File: src/rtl/sup_pkg.sv
package sup_pkg;

  // Strobes from control to the counter datapath
  typedef struct packed {
    logic holdClr;
    logic holdInc;
    logic wdClr;
    logic wdInc;
  } supStrobe_t;

  localparam logic [1:0] WD_DISABLED = 2'b11;

  function automatic int unsigned maxOf2(input int unsigned a, input int unsigned b);
    return (a > b) ? a : b;
  endfunction

endpackage

File: src/rtl/sup_tick_counter.sv
module sup_tick_counter #(
  parameter int WIDTH = 8
) (
  input  logic             clk,
  input  logic             arstN,
  input  logic             clr,
  input  logic             inc,
  output logic [WIDTH-1:0] count
);

  always_ff @(posedge clk or negedge arstN) begin
    if (!arstN) begin
      count <= '0;
    end else if (clr) begin
      count <= '0;
    end else if (inc && (count != {WIDTH{1'b1}})) begin
      count <= count + 1'b1;
    end
  end

endmodule

File: src/rtl/sup_dpath.sv
module sup_dpath
  import sup_pkg::*;
#(
  parameter int unsigned HOLD0 = 50,
  parameter int unsigned HOLD1 = 200,
  parameter int unsigned HOLD2 = 400,
  parameter int unsigned HOLD3 = 800,
  parameter int unsigned WDOG0 = 25,
  parameter int unsigned WDOG1 = 200,
  parameter int unsigned WDOG2 = 1400
) (
  input  logic       clk,
  input  logic       supplyOk,
  input  logic [1:0] holdSel,
  input  logic [1:0] wdogSel,
  input  supStrobe_t strobes,
  output logic       holdDone,
  output logic       wdExpire
);

  localparam int unsigned HOLD_MAX = maxOf2(maxOf2(HOLD0, HOLD1), maxOf2(HOLD2, HOLD3));
  localparam int unsigned WDOG_MAX = maxOf2(maxOf2(WDOG0, WDOG1), WDOG2);
  localparam int HW = $clog2(HOLD_MAX + 1);
  localparam int WW = $clog2(WDOG_MAX + 1);

  logic [HW-1:0] holdCount;
  logic [HW-1:0] holdLast;
  logic [WW-1:0] wdCount;
  logic [WW-1:0] wdLast;

  sup_tick_counter #(.WIDTH(HW)) holdCtr (
    .clk   (clk),
    .arstN (supplyOk),
    .clr   (strobes.holdClr),
    .inc   (strobes.holdInc),
    .count (holdCount)
  );

  sup_tick_counter #(.WIDTH(WW)) wdCtr (
    .clk   (clk),
    .arstN (supplyOk),
    .clr   (strobes.wdClr),
    .inc   (strobes.wdInc),
    .count (wdCount)
  );

  // Last count value before the selected duration completes
  always_comb begin
    case (holdSel)
      2'b00:   holdLast = HW'(HOLD0 - 1);
      2'b01:   holdLast = HW'(HOLD1 - 1);
      2'b10:   holdLast = HW'(HOLD2 - 1);
      default: holdLast = HW'(HOLD3 - 1);
    endcase
  end

  always_comb begin
    case (wdogSel)
      2'b00:   wdLast = WW'(WDOG0 - 1);
      2'b01:   wdLast = WW'(WDOG1 - 1);
      default: wdLast = WW'(WDOG2 - 1);
    endcase
  end

  // Greater-or-equal tolerates a select change mid-count
  assign holdDone = (holdCount >= holdLast);
  assign wdExpire = (wdogSel != WD_DISABLED) && (wdCount >= wdLast);

endmodule

File: src/rtl/sup_ctrl.sv
module sup_ctrl
  import sup_pkg::*;
(
  input  logic       clk,
  input  logic       supplyOk,
  input  logic       kick,
  input  logic [1:0] wdogSel,
  input  logic       holdDone,
  input  logic       wdExpire,
  output supStrobe_t strobes,
  output logic       inReset,
  output logic       wdogFlag
);

  logic inResetNext;
  logic flagNext;

  always_comb begin
    strobes     = '0;
    inResetNext = inReset;
    flagNext    = wdogFlag;
    if (kick) begin
      flagNext = 1'b0;
    end
    if (inReset) begin
      strobes.wdClr = 1'b1;
      if (holdDone) begin
        strobes.holdClr = 1'b1;
        inResetNext     = 1'b0;
      end else begin
        strobes.holdInc = 1'b1;
      end
    end else begin
      strobes.holdClr = 1'b1;
      if (kick || (wdogSel == WD_DISABLED)) begin
        strobes.wdClr = 1'b1;
      end else if (wdExpire) begin
        strobes.wdClr = 1'b1;
        inResetNext   = 1'b1;
        flagNext      = 1'b1;
      end else begin
        strobes.wdInc = 1'b1;
      end
    end
  end

  always_ff @(posedge clk or negedge supplyOk) begin
    if (!supplyOk) begin
      inReset  <= 1'b1;
      wdogFlag <= 1'b0;
    end else begin
      inReset  <= inResetNext;
      wdogFlag <= flagNext;
    end
  end

endmodule

File: src/rtl/sup_top.sv
module sup_top
  import sup_pkg::*;
#(
  parameter int unsigned HOLD0 = 50,
  parameter int unsigned HOLD1 = 200,
  parameter int unsigned HOLD2 = 400,
  parameter int unsigned HOLD3 = 800,
  parameter int unsigned WDOG0 = 25,
  parameter int unsigned WDOG1 = 200,
  parameter int unsigned WDOG2 = 1400
) (
  input  logic       clk,
  input  logic       supplyOk,
  input  logic       kick,
  input  logic [1:0] holdSel,
  input  logic [1:0] wdogSel,
  output logic       rstOut,
  output logic       rstOutN,
  output logic       wdogFlag
);

  supStrobe_t strobes;
  logic       holdDone;
  logic       wdExpire;
  logic       inReset;

  sup_ctrl ctrl (
    .clk      (clk),
    .supplyOk (supplyOk),
    .kick     (kick),
    .wdogSel  (wdogSel),
    .holdDone (holdDone),
    .wdExpire (wdExpire),
    .strobes  (strobes),
    .inReset  (inReset),
    .wdogFlag (wdogFlag)
  );

  sup_dpath #(
    .HOLD0 (HOLD0), .HOLD1 (HOLD1), .HOLD2 (HOLD2), .HOLD3 (HOLD3),
    .WDOG0 (WDOG0), .WDOG1 (WDOG1), .WDOG2 (WDOG2)
  ) dpath (
    .clk      (clk),
    .supplyOk (supplyOk),
    .holdSel  (holdSel),
    .wdogSel  (wdogSel),
    .strobes  (strobes),
    .holdDone (holdDone),
    .wdExpire (wdExpire)
  );

  assign rstOut  = inReset;
  assign rstOutN = ~inReset;

endmodule

File: config.mk
export PLATFORM = sky130hd
export DESIGN_NAME = sup_top
export DESIGN_NICKNAME = d
export VERILOG_FILES = /design/src/rtl/sup_pkg.sv /design/src/rtl/sup_tick_counter.sv /design/src/rtl/sup_dpath.sv /design/src/rtl/sup_ctrl.sv /design/src/rtl/sup_top.sv
export SDC_FILE = /design/constraint.sdc
export NUM_CORES = 1
export LEC_CHECK = 0
export ABC_CLOCK_PERIOD_IN_PS = 2500
export CAP_MARGIN = 20
export CORE_MARGIN = 5
export CORE_UTILIZATION = 56
export DETAILED_ROUTE_END_ITERATION = 16
export HOLD_SLACK_MARGIN = 0.06
export PLACE_DENSITY = 0.8
export SLEW_MARGIN = 20
export SYNTH_ARGS = -nofsm -noshare
export SYNTH_HDL_FRONTEND = slang
export SYNTH_SLANG_ARGS = --single-unit
File: constraint.sdc
create_clock -name clk -period 2.5 [get_ports clk]
set_input_delay 0.5 -clock clk [delete_from_list [all_inputs] [get_ports clk]]
set_output_delay 0.5 -clock clk [all_outputs]
set_load 0.02 [all_outputs]
==> out/qor.csv, run 1 <==
stage,metric,value,unit
synth,ys_warn_count,0,
timing,tightest_slew,527,ps
detailed_routing,routed_wl,3580,um
global_route,antenna_found_initial,0,
floorplan,row_count,19,
floorplan,die_h,64.0,um
timing,min_period,2440,ps
synth,syn_area,1640,um2
synth,yosysMostFrequentCell,nor2_1,
placement,finalWeightedCongestion,0.866,
clock_tree,clock-sinks,23,
final_layout,num_antenna_cells,0,
pwr,power,0.00114,W
clock_tree,clock_latency,310,ps
placement,detailed_place_hpwl,2740,um
detailed_routing,dr_total_vias,1347,
min_path,min-delay-path-class,input port to asynchronous set/reset pin,
clock_tree,h-tree-depth,1,
synth,synth_nets,204,
synth,synth_cell_type_count,40,
critical_path,worst_setup_path_end_kind,flip-flop,
floorplan,dieArea,4100,um2
timing,finalSetupViolCount,0,
synth,yosys-top-cells-count,"nor2_1, ha_1, dfrtp_1, inv_1, nand2_1",
floorplan,ioPinCount,10,
global_route,grt_usage,18.5,%
detailed_routing,drcViolationCount,0,
synth,syn-instance-count,173,
pwr,power_density,582,nW/um2
detailed_routing,drtPass1Iterations,4,
global_route,grt-ovfl-total,0,
detailed_routing,avgViaCountPerCell,5.91,
synth,async_flop_share,100,%
critical_path,start_kind,input port,
floorplan,fp.dieW,64.0,um
critical_path,critPathMaxFanout,5,
clock_tree,cts_tree,built,
outcome,status,finished clean,
final_layout,drive_gt1_share,19.3,%
final_layout,final_cells,228,
synth,synth_area_leader_cell,dfrtp_1,
placement,port_buffers,9,
critical_path,required,2750,ps
timing,max_freq,410,MHz
synth,synth_top_area_share,33.7,%
timing,maxSlewViolCount,0,
final_layout,area_growth,20.0,%
global_route,grt_start_max_net_pins,24,
critical_path,cp.arrival,2690,ps
synth,ys_ff_latch,23,
pwr,peakVddDrop,0.000535,V
placement,dp.cells,223,
critical_path,path_cells,clkdlybuf4s50_1 -> inv_2 -> ha_4 -> inv_2 -> ha_4 -> a221oi_2 -> a21oi_1 -> o32a_1 -> buf_4 -> nor2_1,
timing,clock_skew,4.84,ps
clock_tree,cts_buffers,3,
synth,ys_seq_area_share,35.3,%
timing,hold_ws,526,ps
synth,synth_area_leaders,"dfrtp_1, ha_1, nor2_1, xnor2_1, inv_1",
critical_path,cp_slowest_cell,clkdlybuf4s50_1,
detailed_routing,wl_per_cell,15.7,um
timing,hold_violations,0,
clock_tree,cts-root-buf,clkbuf_4,
final_layout,nets,229,
critical_path,critPathKind,input port to flip-flop,
synth,synth_edf_count,0,
floorplan,initial_utilization,58.8,%
clock_tree,cts_max_path_buffers,2,
global_route,grt_pass1_wl,6130,um
global_route,grt_pass1_vias,1421,
critical_path,crit_family,compound AO/OA/AOI/OAI gates,
synth,postSynthAreaPerCell,9.45,um2
timing,fin_crit_sh,97.5,%
pwr,p_leak,0.930,nW
detailed_routing,drtIter0Drc,77,
critical_path,max_stage_delay,500,ps
critical_path,path_buf_inv,4,
timing,max_slew_margin,64.6,%
clock_tree,cts_setup_buffers,0,
detailed_routing,postRouteAntennaNets,0,
flow_run,cap_violations,0,
clock_tree,clkSlewWorstSetupHoldPaths,120,ps
synth,ys.flop_type,dfrtp_1,
floorplan,core_area,2780,um2
-- per-layer routing --
layer / global-route usage (%) / vias up / wire length, um
met5: 0 / - / 0
met4: 5.45 / 0 / 93
met3: 3.85 / 13 / 138
met2: 34.9 / 35 / 1950
met1: 20.5 / 632 / 1400
li1: - / 667 / -
-- per-stage QoR --
step / util [%] / setup TNS (ps) / worst slack, ps / instance area, um2
floorplan: - / 0 / 102 / 1640
CTS: 68.4 / 0 / 8.81 / 1900
global placement: 66.1 / -7640 / -457 / 1840
global route: 70.5 / -130 / -34.7 / 1960
finish: 70.5 / 0 / 63.7 / 1960
detailed placement: 66.1 / -8930 / -545 / 1840
-- sequential cells by signal, summed over array words and instances (netlist names) --
register / cells
ctrl.inReset: 1
ctrl.wdogFlag: 1
dpath.holdCtr.count: 10
dpath.wdCtr.count: 11
-- repair_timing --
action                                  in CTS  in global routing
endpoints found under the setup margin      18                 20
pin swaps                                    3                  8
resized for setup                            7                 17
hold buffers                                 0                  0
cloned                                       1                  0
-- final cells by class --
cell class,count,area [um2]
Tap cell,31,38.8
Timing Repair Buffer,21,193
Fill cell,216,820
Clock buffer,4,26.3
Inverter,14,52.6
Multi-Input combinational cell,135,1070
Sequential cell,23,577
-- cell families (layout without fill, tap and decap cells) --
kind of cell	count (synthesis)	count (layout)	synth area share, %
simple gates	70	71	22.1
compound gates	26	26	12.4
fa+ha+maj	24	24	18.4
flops	23	23	35.3
buf+inv	16	39	4.13
xor+xnor	11	11	5.89
mux	3	3	1.84
-- worst paths after layout --
| path | from | endpoint | slack [ps] | depth (start not counted) |
|---|---|---|---|---|
| max in group asynchronous | supplyOk | ctrl.inReset | 1700 | 2 |
| min in group clk | ctrl.wdogFlag | ctrl.wdogFlag | 560 | 2 |
| setup reg to reg | dpath.wdCtr.count[0] | dpath.wdCtr.count[0] | 410 | 7 |
| hold / removal | supplyOk | ctrl.wdogFlag | 530 | 2 |
| hold reg to reg | ctrl.wdogFlag | ctrl.wdogFlag | 560 | 2 |
| setup / recovery | holdSel[1] | dpath.holdCtr.count[0] | 60 | 10 |
-- cells in the final DEF (no fill, tap or decap), drive strengths merged, types with 2 or more instances in the layout --
cell           synthesis  final
a21oi                  3      3
nand4                  4      4
dfrtp                 22     22
xnor2                  7      7
a2111oi                2      2
nand2                 11     11
buf                    1     12
a221oi                 2      2
o21ai                  5      5
or3b                   1      2
a211oi                 2      2
dlymetal6s2s           0      2
nor3                   7      7
xor2                   4      4
a21o                   2      2
mux2i                  3      3
nand2b                 2      2
and3                   3      3
clkdlybuf4s50          0      7
nor4                   3      3
ha                    24     24
nor2                  30     30
a31oi                  3      3
nand3                  5      5
clkbuf                 1      4
inv                   14     14
-- power by group --
group          leakage, nW  internal, W  total [W]  switching [W]
Clock               0.0150    0.0000624   0.000173       0.000111
Combinational        0.608     0.000225   0.000459       0.000233
Sequential           0.308     0.000437   0.000511      0.0000738
Total                0.930     0.000725    0.00114       0.000418
Note: power is estimated with default switching activity, not from simulation.
==> run 2, diff against run 1 <==
--- a/config.mk
+++ b/config.mk
@@ -5,7 +5,7 @@
 export SDC_FILE = /design/constraint.sdc
 export NUM_CORES = 1
 export LEC_CHECK = 0
-export ABC_CLOCK_PERIOD_IN_PS = 2500
+export ABC_CLOCK_PERIOD_IN_PS = 2640
 export CAP_MARGIN = 20
 export CORE_MARGIN = 5
 export CORE_UTILIZATION = 56
==> constraint.sdc (replaced) <==
create_clock -name clk -period 2.64 [get_ports clk]
set_input_delay 0.528 -clock clk [delete_from_list [all_inputs] [get_ports clk]]
set_output_delay 0.528 -clock clk [all_outputs]
set_load 0.02 [all_outputs]
==> run 2 against run 1 <==
Net effect:
- sequential share of layout area rose by 0.53 points
- utilization fell by 1.3 points
- clock skew rose by 0.98 ps
- final area fell by 1.8%
- first-iteration DRC count rose by 12%
- worst setup slack improved by 22 ps
- flip-flop and latch count did not move
- sequential power fell by 4.7%
- wire length fell by 3.0%
- register-to-register slack improved by 100 ps
- global-route usage fell by 0.72 points
==> out/qor.csv, run 2 (synthesized netlist as in run 1, its figures left out) <==
stage,metric,value,unit,change
timing,max_slew_margin,66.2,%,was 64.6%
pwr,p_leak,0.912,nW,was 0.930 nW
final_layout,reg.largest.list,"dpath.wdCtr.count: 11 flops, dpath.holdCtr.count: 10 flops",,unchanged
timing,clock_skew,5.82,ps,was 4.84 ps
timing,tightest_slew,503,ps,was 527 ps
pwr,power_density,550,nW/um2,was 582 nW/um2
timing,min_period,2550,ps,
final_layout,regMostFlops,dpath.wdCtr.count,,unchanged
outcome,status,finished clean,,unchanged
clock_tree,cts-root-buf,clkbuf_4,,unchanged
clock_tree,cts_hold_buf,0,,unchanged
detailed_routing,drcViolationCount,0,,unchanged
timing,setup_slack,85.3,ps,was 63.7 ps
global_route,grt_pass1_wl,5910,um,was 6130 um
detailed_routing,postRouteAntennaNets,0,,unchanged
detailed_routing,avgViaCountPerCell,6.05,,was 5.91
final_layout,area_growth,17.8,%,was 20.0%
placement,dpl_cell_area,1830,um2,was 1840 um2
placement,port_buffers,9,,unchanged
timing,hold_violations,0,,unchanged
min_path,min-delay-path-class,input port to asynchronous set/reset pin,,unchanged
detailed_routing,drtIter0Drc,86,,was 77
critical_path,worst_setup_path_end_kind,flip-flop,,unchanged
timing,maxSlewViolCount,0,,unchanged
final_layout,num_antenna_cells,0,,unchanged
critical_path,cp.arrival,2800,ps,was 2690 ps
final_layout,final_cell_mix,"nor2_1, ha_1, dfrtp_1, inv_1",,"was nor2_1, ha_1, dfrtp_1, nand2_1"
global_route,grt_start_max_net_pins,24,,unchanged
final_layout,drive_gt1_share,15.3,%,was 19.3%
critical_path,required,2880,ps,was 2750 ps
detailed_routing,drtPass1Iterations,4,,unchanged
detailed_routing,wl_per_cell,15.3,um,was 15.7 um
placement,pre_cts_slack,-463,ps,was -545 ps
critical_path,critPathMaxFanout,6,,was 5
placement,detailed_place_hpwl,2660,um,was 2740 um
floorplan,die_h,64.0,um,unchanged
flow_run,cap_violations,0,,unchanged
timing,finalSetupViolCount,0,,unchanged
final_layout,multiInputGateArea,1060,um2,was 1070 um2
final_layout,mostFrequentLayoutCell,nor2_1,,unchanged
floorplan,initial_utilization,58.8,%,unchanged
clock_tree,h-tree-depth,1,,unchanged
clock_tree,cts_tree,built,,unchanged
final_layout,fill_cells,216,,unchanged
final_layout,seqCellArea,577,um2,unchanged
timing,fin_crit_sh,96.8,%,
critical_path,path_cells,clkdlybuf4s50_1 -> or2_4 -> ha_1 -> nand2b_4 -> a2111oi_4 -> nor4_4 -> or3b_4 -> nor3_2,,was clkdlybuf4s50_1 -> inv_2 -> ha_4 -> inv_2 -> ha_4 -> a221oi_2 -> a21oi_1 -> o32a_1 -> buf_4 -> nor2_1
critical_path,cp_slowest_cell,clkdlybuf4s50_1,,unchanged
final_layout,largest_reg_flops,11,,unchanged
clock_tree,clock_latency,310,ps,about the same
floorplan,fp.dieW,64.0,um,unchanged
global_route,grt_pass1_vias,1386,,"was 1,421"
global_route,antenna_found_initial,0,,unchanged
floorplan,dieArea,4100,um2,unchanged
critical_path,start_kind,input port,,unchanged
final_layout,nets,228,,was 229
clock_tree,cts_setup_buffers,0,,unchanged
final_layout,final_area,1930,um2,was 1960 um2
critical_path,max_stage_delay,450,ps,was 500 ps
clock_tree,cts_max_path_buffers,2,,unchanged
placement,finalWeightedCongestion,0.865,,was 0.866
global_route,grt-ovfl-total,0,,unchanged
floorplan,core_area,2780,um2,unchanged
critical_path,crit_family,simple AND/OR/NAND/NOR gates,,was compound AO/OA/AOI/OAI gates
timing,max_freq,391,MHz,
clock_tree,clock-sinks,23,,unchanged
global_route,grt_usage,17.8,%,was 18.5%
clock_tree,cts_buffers,3,,unchanged
critical_path,path_buf_inv,1,,was 4
floorplan,row_count,19,,unchanged
clock_tree,clkSlewWorstSetupHoldPaths,130,ps,was 120 ps
pwr,peakVddDrop,0.000531,V,was 0.000535 V
detailed_routing,routed_wl,3480,um,was 3580 um
timing,rsz0062_at_grt,yes,,
critical_path,critPathKind,input port to flip-flop,,unchanged
floorplan,ioPinCount,10,,unchanged
detailed_routing,dr_total_vias,1374,,"was 1,347"
## run 2: cell types whose count changed in the layout (fill, tap and decap cells not counted), moves of 2 or more
| cell | previous run | this run |
|---|---|---|
| dlymetal6s2s_1 | 2 | 0 |
| inv_1 | 10 | 12 |
| buf_6 | 2 | 0 |
| clkdlybuf4s50_1 | 7 | 9 |
| nor2_1 | 26 | 30 |
| nor2_2 | 4 | 0 |
| inv_2 | 4 | 2 |
## run 2: worst paths after layout
path                                      start                endpoint  slack (ps)  depth (start not counted)
max                                  wdogSel[1]    dpath.wdCtr.count[3]          90                          8
min                                    supplyOk  dpath.holdCtr.count[4]         550                          2
max reg2reg                dpath.wdCtr.count[0]    dpath.wdCtr.count[3]         510                          7
min reg2reg                       ctrl.wdogFlag           ctrl.wdogFlag         550                          2
max in group asynchronous              supplyOk            ctrl.inReset        1800                          2
min in group clk                  ctrl.wdogFlag           ctrl.wdogFlag         550                          2
## run 2: power breakdown
part           internal (W)  total (W)  switching (W)
Sequential         0.000414   0.000487      0.0000728
Clock             0.0000567   0.000162       0.000105
Combinational      0.000201   0.000411       0.000210
Total              0.000672    0.00106       0.000389
## run 2: timing repair
action,CTS,global route
gates resized for setup,1,11
pin swaps,1,4
gates cloned,0,1
endpoints found under the setup margin,11,15
## run 2: worst register-to-register path, delay by kind of cell (launching register included)
kind | cells | cell delay (ps)
adder cells (fa/ha/maj) | 1 | 320
buffers and inverters | 1 | 100
flip-flops | 1 | 410
AND/OR/NAND/NOR | 4 | 890
AO/OA/AOI/OAI | 1 | 340
## run 2: cell type report
class	instances	share of cell area, %
Clock inverter	1	0.260
Timing Repair Buffer	20	8.96
Tap cell	31	2.01
Multi-Input combinational cell	135	54.9
Sequential cell	23	29.9
Inverter	14	2.73
Clock buffer	3	1.17
## run 2: metal layers
metal,part of all wire [%],routed length (um),GRT usage (%)
met2,52,1820,30.8
met4,2.3,79,8.05
met3,3.5,122,3.15
met1,42,1460,21.3
met5,0,0,0
## run 2: per-stage QoR
step                hold slack (ps)  total power [W]  instances  utilization (%)  TNS, ps
global placement                508         0.000855        222             65.9    -5140
finish                          553          0.00106        227             69.3        0
global route                    546          0.00114        227             69.3    -4.22
detailed placement              544         0.000879        222             65.9    -7390
floorplan                       232         0.000736        173                -        0
CTS                             557          0.00104        226             66.9        0
==> run 3, diff against run 2 <==
--- a/config.mk
+++ b/config.mk
@@ -7,9 +7,10 @@
 export LEC_CHECK = 0
 export ABC_CLOCK_PERIOD_IN_PS = 2640
 export CAP_MARGIN = 20
-export CORE_MARGIN = 5
+export CORE_MARGIN = 2
 export CORE_UTILIZATION = 56
 export DETAILED_ROUTE_END_ITERATION = 16
+export GPL_ROUTABILITY_DRIVEN = 0
 export HOLD_SLACK_MARGIN = 0.06
 export PLACE_DENSITY = 0.8
 export SLEW_MARGIN = 20
==> run 3 against run 2 <==
Net effect:
- flip-flop and latch count unchanged
- clock power grew 3%
- cell count up 1.3%
- via count down 1.2%
- sequential share of layout area is 0.72 points lower
- critical path depth is 1 higher
- total power increased by 2.1%
- wire length up 4.1%
- first-iteration DRC count down 52%
- combinational power is 4.9% higher
- clock-buffer cell count is the same
- largest cell class unchanged
- largest power group unchanged
==> out/qor.csv, run 3 (synthesized netlist as in run 1, its figures left out) <==
stage,metric,value,unit,change
detailed_routing,dr_total_vias,1358,,"was 1,374"
timing,fin_setup_tns,0,ps,unchanged
pwr,power,0.00108,W,was 0.00106 W
final_layout,final_cells,230,,was 227
pwr,p_switching,0.000404,W,was 0.000389 W
global_route,grt-ovfl-total,0,,unchanged
timing,min_period,2540,ps,was 2550 ps
global_route,grt_usage,24.6,%,was 17.8%
pwr,p_leak,0.922,nW,was 0.912 nW
pwr,clockPowerShare,15.5,%,was 15.3%
final_layout,final_cell_mix,"nor2_1, ha_1, dfrtp_1, inv_1, buf_4",,"was nor2_1, ha_1, dfrtp_1, inv_1"
final_layout,seqCellArea,577,um2,unchanged
clock_tree,clkSlewWorstSetupHoldPaths,130,ps,about the same
pwr,power_density,548,nW/um2,was 550 nW/um2
global_route,grt_pass1_vias,1485,,"was 1,386"
final_layout,reg.largest.list,"dpath.wdCtr.count: 11 flops, dpath.holdCtr.count: 10 flops",,unchanged
critical_path,required,2890,ps,was 2880 ps
critical_path,start_kind,input port,,unchanged
timing,tightest_slew,513,ps,was 503 ps
global_route,antenna_found_initial,0,,unchanged
detailed_routing,postRouteAntennaNets,0,,unchanged
placement,port_buffers,9,,unchanged
placement,pre_cts_slack,-389,ps,was -463 ps
timing,finalSetupViolCount,0,,unchanged
final_layout,final_area,1970,um2,was 1930 um2
outcome,status,finished clean,,unchanged
critical_path,path_buf_inv,2,,was 1
final_layout,fill_cells,205,,was 216
clock_tree,cts_tree,built,,unchanged
clock_tree,cts-root-buf,clkbuf_4,,unchanged
detailed_routing,wl_per_cell,15.7,um,was 15.3 um
clock_tree,clock_latency,310,ps,about the same
final_layout,largest_reg_flops,11,,unchanged
timing,setup_slack,102,ps,was 85.3 ps
pwr,p_sw_share,37.3,%,was 36.6%
floorplan,core_area,2760,um2,was 2780 um2
floorplan,row_count,19,,unchanged
clock_tree,cts_setup_buffers,0,,unchanged
timing,fin_crit_sh,96.1,%,was 96.8%
detailed_routing,drtIter0Drc,41,,was 86
floorplan,initial_utilization,59.3,%,was 58.8%
global_route,grt_start_max_net_pins,24,,unchanged
min_path,min-delay-path-class,input port to asynchronous set/reset pin,,unchanged
final_layout,area_growth,20.7,%,was 17.8%
pwr,peakVddDrop,0.000505,V,was 0.000531 V
clock_tree,cts_max_path_buffers,2,,unchanged
critical_path,path_cells,clkdlybuf4s50_1 -> or2_4 -> ha_1 -> nand2b_4 -> a2111oi_4 -> nor4_2 -> or3b_4 -> buf_6 -> nor3_2,,was clkdlybuf4s50_1 -> or2_4 -> ha_1 -> nand2b_4 -> a2111oi_4 -> nor4_4 -> or3b_4 -> nor3_2
placement,detailed_place_hpwl,2770,um,was 2660 um
final_layout,nets,231,,was 228
placement,dp.cells,225,,was 222
critical_path,max_stage_delay,440,ps,was 450 ps
floorplan,fp.dieW,58.0,um,was 64.0 um
floorplan,die_h,58.0,um,was 64.0 um
critical_path,crit_family,simple AND/OR/NAND/NOR gates,,unchanged
critical_path,worst_setup_path_end_kind,flip-flop,,unchanged
global_route,grt_pass1_wl,6340,um,was 5910 um
final_layout,regMostFlops,dpath.wdCtr.count,,unchanged
timing,clock_skew,2.59,ps,was 5.82 ps
pwr,p_int,0.000678,W,was 0.000672 W
flow_run,cap_violations,0,,unchanged
final_layout,drive_gt1_share,18.1,%,was 15.3%
clock_tree,cts_buffers,3,,unchanged
detailed_routing,drtPass1Iterations,4,,unchanged
placement,dpl_cell_area,1850,um2,was 1830 um2
timing,max_slew_margin,65.5,%,was 66.2%
final_layout,multiInputGateArea,1060,um2,about the same
critical_path,critPathMaxFanout,6,,unchanged
detailed_routing,drcViolationCount,0,,unchanged
critical_path,critPathKind,input port to flip-flop,,unchanged
timing,hold_violations,0,,unchanged
timing,maxSlewViolCount,0,,unchanged
pwr,p_seq_share,44.7,%,was 45.9%
clock_tree,cts_hold_buf,0,,unchanged
pwr,pwr-share-comb,39.8,%,was 38.8%
floorplan,ioPinCount,10,,unchanged
timing,max_freq,394,MHz,was 391 MHz
final_layout,mostFrequentLayoutCell,nor2_1,,unchanged
final_layout,num_antenna_cells,0,,unchanged
critical_path,cp.arrival,2790,ps,was 2800 ps
clock_tree,h-tree-depth,1,,unchanged
detailed_routing,routed_wl,3620,um,was 3480 um
detailed_routing,avgViaCountPerCell,5.90,,was 6.05
clock_tree,clock-sinks,23,,unchanged
floorplan,dieArea,3370,um2,was 4100 um2
critical_path,cp_slowest_cell,clkdlybuf4s50_1,,unchanged
==> run 3: power by group through the flow <==
stage                     clock network (W)  logic, W  registers (W)
after floorplan                           0  0.000256       0.000480
after global routing               0.000186  0.000486       0.000493
after global placement                    0  0.000375       0.000487
final                              0.000167  0.000431       0.000484
after detailed placement                  0  0.000401       0.000491
after CTS                          0.000168  0.000410       0.000483
==> run 3: worst paths after layout <==
path                                       from                      to  slack [ps]  cells past startpoint
min reg2reg                       ctrl.wdogFlag           ctrl.wdogFlag         550                      2
max in group asynchronous              supplyOk            ctrl.inReset        1800                      2
min                                    supplyOk  dpath.holdCtr.count[4]         550                      2
min in group clk                  ctrl.wdogFlag           ctrl.wdogFlag         550                      2
max reg2reg                dpath.wdCtr.count[0]    dpath.wdCtr.count[2]         450                      8
max                                  wdogSel[0]    dpath.wdCtr.count[2]         100                      9
==> run 3: final cells by class <==
cell class / count / area share, %
clock buffers: 3 / 1.14
flip-flops and latches: 23 / 29.2
multi-input cells: 134 / 53.9
inverters: 14 / 2.85
repair buffers: 24 / 10.6
well taps: 31 / 1.96
clock inverters: 1 / 0.253
==> run 3: metal layers <==
layer / up-vias / global-route usage [%] / part of all wire [%]
li1: 666 / - / -
met1: 653 / 26.5 / 41
met2: 29 / 47.7 / 54
met3: 10 / 2.90 / 2.8
met4: 0 / 9.97 / 2.2
met5: - / 0 / 0
==> run 3: stage by stage <==
stage               hold slack (ps)  utilization [%]
floorplan                       232                -
global placement                514             67.2
detailed placement              523             67.2
CTS                             544             68.7
global route                    572             71.6
finish                          547             71.6
==> run 3: timing repair <==
action / CTS / global route
endpoints found under the setup margin: 3 / 17
pin swaps: 0 / 5
cloned: 0 / 1
gates resized for setup: 3 / 15
